**src/rtl/chu_pkg.sv**
```systemverilog
package chu_pkg;
    localparam int ADDR_W     = 48;
    localparam int NUM_STAGES = 4;
    localparam int CNT_W      = NUM_STAGES + 1;
    localparam int NUM_SIZES  = 3;
    localparam int SOCK_POS   = 14;

    // Target bit of a stage: the first stage sits apart, later ones are contiguous.
    function automatic int tgt_pos(input int stage);
        return (stage == 0) ? 8 : 11 + stage;
    endfunction

    // Tap position per stage and granularity (0: 64K, 1: 2M, 2: 1G).
    function automatic int tap_pos(input int stage, input int size);
        int base;
        case (size)
            0:       base = 16;
            1:       base = 21;
            default: base = 30;
        endcase
        return base + stage;
    endfunction

    function automatic logic [ADDR_W-1:0] sel_mask();
        logic [ADDR_W-1:0] m;
        m = '0;
        for (int s = 0; s < NUM_STAGES; s++) m[tgt_pos(s)] = 1'b1;
        return m;
    endfunction

    typedef struct packed {
        logic              valid;
        logic              err;
        logic [ADDR_W-1:0] addr;
    } out_st_t;
endpackage

```
**src/rtl/chu_count_decode.sv**
```systemverilog
module chu_count_decode #(
    parameter int NUM_STAGES = chu_pkg::NUM_STAGES,
    parameter int CNT_W      = chu_pkg::CNT_W
) (
    input  logic [CNT_W-1:0]      chan_total,
    output logic [NUM_STAGES-1:0] stage_en,
    output logic                  count_bad
);
    logic [NUM_STAGES-1:0] hit;

    for (genvar s = 0; s < NUM_STAGES; s++) begin : g_hit
        localparam logic [CNT_W-1:0] STEP = CNT_W'(2 << s);
        assign hit[s] = (chan_total == STEP);
    end

    for (genvar s = 0; s < NUM_STAGES; s++) begin : g_en
        localparam logic [CNT_W-1:0] LIMIT = CNT_W'(2 << s);
        assign stage_en[s] = (|hit) && (chan_total >= LIMIT);
    end

    assign count_bad = ~(|hit);
endmodule

```
**src/rtl/chu_stage.sv**
```systemverilog
module chu_stage #(
    parameter int STAGE  = 0,
    parameter int ADDR_W = chu_pkg::ADDR_W
) (
    input  logic [ADDR_W-1:0]            addr_i,
    input  logic [chu_pkg::NUM_SIZES-1:0] size_en,
    input  logic                         active,
    input  logic                         one_socket,
    output logic [ADDR_W-1:0]            addr_o
);
    localparam int TGT = chu_pkg::tgt_pos(STAGE);
    localparam int T0  = chu_pkg::tap_pos(STAGE, 0);
    localparam int T1  = chu_pkg::tap_pos(STAGE, 1);
    localparam int T2  = chu_pkg::tap_pos(STAGE, 2);
    localparam logic FIRST = (STAGE == 0);

    logic flip;

    always_comb begin
        flip = (size_en[0] & addr_i[T0])
             ^ (size_en[1] & addr_i[T1])
             ^ (size_en[2] & addr_i[T2])
             ^ (FIRST & one_socket & addr_i[chu_pkg::SOCK_POS]);
        addr_o      = addr_i;
        addr_o[TGT] = addr_i[TGT] ^ (flip & active);
    end
endmodule

```
**src/rtl/chu_unhash.sv**
```systemverilog
module chu_unhash #(
    parameter int ADDR_W     = chu_pkg::ADDR_W,
    parameter int NUM_STAGES = chu_pkg::NUM_STAGES,
    parameter int CNT_W      = chu_pkg::CNT_W
) (
    input  logic              clk,
    input  logic              rst_n,
    input  logic              in_valid,
    input  logic [ADDR_W-1:0] in_addr,
    input  logic              en_64k,
    input  logic              en_2m,
    input  logic              en_1g,
    input  logic [CNT_W-1:0]  chan_total,
    input  logic              one_socket,
    output logic              out_valid,
    output logic [ADDR_W-1:0] out_addr,
    output logic              out_err
);
    import chu_pkg::*;

    localparam logic [ADDR_W-1:0] SEL_MASK = sel_mask();

    logic [NUM_STAGES-1:0]  stage_en;
    logic                   count_bad;
    logic [NUM_SIZES-1:0]   size_en;
    logic [ADDR_W-1:0]      chain [NUM_STAGES+1];
    out_st_t                st_d, st_q;

    assign size_en = {en_1g, en_2m, en_64k};

    chu_count_decode #(.NUM_STAGES(NUM_STAGES), .CNT_W(CNT_W)) u_dec (
        .chan_total (chan_total),
        .stage_en   (stage_en),
        .count_bad  (count_bad)
    );

    assign chain[0] = in_addr;

    for (genvar s = 0; s < NUM_STAGES; s++) begin : g_stage
        chu_stage #(.STAGE(s), .ADDR_W(ADDR_W)) u_stage (
            .addr_i     (chain[s]),
            .size_en    (size_en),
            .active     (stage_en[s]),
            .one_socket (one_socket),
            .addr_o     (chain[s+1])
        );
    end

    always_comb begin
        st_d       = st_q;
        st_d.valid = in_valid;
        if (in_valid) begin
            st_d.err  = count_bad;
            st_d.addr = count_bad ? in_addr : chain[NUM_STAGES];
        end
    end

    always_ff @(posedge clk) begin
        if (!rst_n) st_q <= '0;
        else        st_q <= st_d;
    end

    assign out_valid = st_q.valid;
    assign out_addr  = st_q.addr;
    assign out_err   = st_q.err;

    a_r1_valid_follows: assert property (@(posedge clk) disable iff (!rst_n)
        in_valid |=> out_valid);
    a_r1_no_spurious: assert property (@(posedge clk) disable iff (!rst_n)
        !in_valid |=> !out_valid);
    a_r2_passthrough: assert property (@(posedge clk) disable iff (!rst_n)
        in_valid |=> ((out_addr & ~SEL_MASK) == ($past(in_addr) & ~SEL_MASK)));
    a_r8_bad_count: assert property (@(posedge clk) disable iff (!rst_n)
        (in_valid && chan_total != CNT_W'(2) && chan_total != CNT_W'(4)
                  && chan_total != CNT_W'(8) && chan_total != CNT_W'(16))
        |=> (out_err && out_addr == $past(in_addr)));
    a_r9_hold: assert property (@(posedge clk) disable iff (!rst_n)
        !in_valid |=> ($stable(out_addr) && $stable(out_err)));
    a_r5_two_chan_upper: assert property (@(posedge clk) disable iff (!rst_n)
        (in_valid && chan_total == CNT_W'(2)) |=> (out_addr[14:12] == $past(in_addr[14:12])));
endmodule

```
**config.mk**
```make
export PLATFORM = sky130hd
export DESIGN_NAME = chu_unhash
export DESIGN_NICKNAME = d
export VERILOG_FILES = /design/src/rtl/chu_pkg.sv /design/src/rtl/chu_count_decode.sv /design/src/rtl/chu_stage.sv /design/src/rtl/chu_unhash.sv
export SDC_FILE = /design/constraint.sdc
export NUM_CORES = 1
export LEC_CHECK = 0
export CELL_PAD_IN_SITES_DETAIL_PLACEMENT = 1
export CELL_PAD_IN_SITES_GLOBAL_PLACEMENT = 1
export CORE_UTILIZATION = 32
export DETAILED_ROUTE_END_ITERATION = 8
export PLACE_DENSITY = 0.73
export SLEW_MARGIN = 20
export SYNTH_ARGS = -nofsm -noshare
export SYNTH_HDL_FRONTEND = slang
export SYNTH_HIERARCHICAL = 1
export SYNTH_SLANG_ARGS = --single-unit
```
**constraint.sdc**
```tcl
create_clock -name clk -period 2.1 [get_ports clk]
set_clock_uncertainty 0.2 [all_clocks]
set_input_delay 0.42 -clock clk [delete_from_list [all_inputs] [get_ports clk]]
set_output_delay 0.42 -clock clk [all_outputs]
set_load 0.02 [all_outputs]
```
==> metrics.txt <==
outcome=complete, but fails checks; failing checks=DRC; Syn Inst Count=450; post-synthesis async set-or-reset flop share=0%; Vias/cell=4.48; DIE WIDTH=111 um; Post-synth EDFFs=0; share of cells above drive strength 1=10.6%; Wirelength per Cell=15.1 um; largest area contributor in the netlist=buf_4; Worst Hold Slack=~0.33 ns; GPL Wtd Cong=0.688; critical path arrival=2.00 ns; Pwr Density=656 nW/um2; post-route setup TNS=0 ns; WP data required=around 2.1 ns; number of DRC markers in iteration 0=79; starting density of the core=33.2%; Worst setup SP type=input pin; flops & latches, synth=50; Rows=39; post-place setup slack=-0.428 ns; Worst Slack Setup Final=0.0556 ns; WL final=7990 um; dpl cells=509; post-synth cell types=24; worst skew pair latency=0.28 ns; initial antenna violation count=0; synthesized cell area=3830 um2; Critical Path Fanout Max=6; full die area=12400 um2; GR Overflow Total=0; Tmin final=2.04 ns; GRT Total Usage=12.8%; first-pass GRT wire length=between 10000 and 15000 um; Mean Syn Cell Area=8.52 um2; final hold vios=0; syn nets=510; largest net degree at the start of global routing=99; Slew HR=72.7%; ANT cells=0; # Max-Cap Violations=0; count of TritonRoute iterations in the first routing pass=6; Buffers on Ports=109; crit share post-route=97.4%; VDD IR max=just under 0.3 mV; Hold Buf Count CTS=0; CTS max path bufs=2; crit path kind=input pin to flip-flop; total power=2.70 mW; worst hold-check path type=flip-flop to flip-flop; register area share after synthesis=26.1%; Final nets=444; DRC violations left=6; post-route ant nets=0; Setup Viol. Count Final=0; Boundary Pins=110; commonest non-fill, non-tap cells in the layout=104 x clkdlybuf4s50_1, 50 x o21ai_0, 50 x dfxtp_1; number of global-route vias before repair=2496; root buf cell=clkbuf_16; CTS tree=done; placement-stage cell area=~3700 um2; Synth area leaders=buf_4 38%, dfxtp_1 26%, mux2i_1 13%; leakage power=approximately 1.8 nW; Core ar.=11600 um2; P&R area growth vs syn=7.15%; final instance area=4110 um2; CTS sink cnt=50; die height=~110 um; max-slew violations=0; YS warnings=6; Slew @ Worst Pin=0.410 ns; reg-to-reg slack, setup=1.21 ns; Synth top area share=37.6%; Worst Setup End Kind=flip-flop; clock slew at reported path FFs=0.07 ns; CTS buffer count=5; Post-Layout Cell Count=approximately 530; most common cell after layout, fill and taps aside=clkdlybuf4s50_1; Final Util=35.5%; Vias=2364; post-DP HPWL=5080 um; H-tree lvl count=2; achievable frequency=between 400 and 500 MHz; Top FF cell, synth=dfxtp_1
power breakdown:
group	switching, mW	internal (mW)
registers	0.0350	1.02
clock network	0.352	0.564
logic	0.326	0.398
synth_stat cells, types with 2 or more instances:
| master | n |
|---|---|
| buf_4 | 192 |
| dfxtp_1 | 50 |
| o21ai_0 | 50 |
| mux2i_1 | 49 |
| a21oi_1 | 48 |
| nand2_1 | 17 |
| clkbuf_1 | 10 |
| xnor2_1 | 7 |
| buf_2 | 6 |
| xnor3_1 | 3 |
| xor2_1 | 3 |
| nor4_1 | 2 |
| o21ai_1 | 2 |
kinds of logic after synthesis:
| family | count (synthesis) | synth area share [%] |
|---|---|---|
| flip-flops | 50 | 26.1 |
| AND/OR/NAND/NOR | 25 | 3.07 |
| AO/OA/AOI/OAI | 102 | 13.4 |
| XOR/XNOR | 13 | 4.05 |
| multiplexers | 49 | 12.8 |
| buffers and inverters | 211 | 40.6 |
registers in the layout, summed over array words and instances (netlist names):
register   flops
out_addr      48
out_err        1
out_valid      1
worst max-delay path: stages:
cell and delay [ns]:
dlygate4sd2_1 0.28, or4b_4 0.50, o21a_4 0.25, buf_4 0.16, clkbuf_16 0.16, mux2i_1 0.15, a21oi_1 0.08
area by class of cell:
class | instances | area [um2]
Fill cell | 1340 | 7460
Timing Repair Buffer | 138 | 1470
Multi-Input combinational cell | 189 | 1290
Sequential cell | 50 | 1000
Tap cell | 143 | 179
Clock buffer | 7 | 133
Clock inverter | 1 | 30.0
per-layer routing:
layer / global-route usage [%] / vias up / wire length [um]
met5: 0 / - / 0
met4: 3.69 / 0 / 100
met3: 3.48 / 7 / 400
met2: 23.9 / 60 / 4140
met1: 14.0 / 1106 / 3350
li1: - / 1191 / -
final timing paths:
| check | depth (start not counted) | from | end |
|---|---|---|---|
| worst max-delay path | 7 | chan_total[2] | out_addr[6] |
| worst min-delay path | 2 | out_addr[44] | out_addr[44] |
| worst max register to register | 2 | out_addr[15] | out_addr[15] |
| worst min register to register | 2 | out_addr[44] | out_addr[44] |
timing repair:
item / in CTS / in global routing
pin swaps: 4 / 3
setup buffers: 5 / 1
gates cloned: 3 / 2
setup endpoints to repair: 48 / 46
gates resized for setup: 7 / 6
No activity file was read; power rests on OpenSTA's default activity.
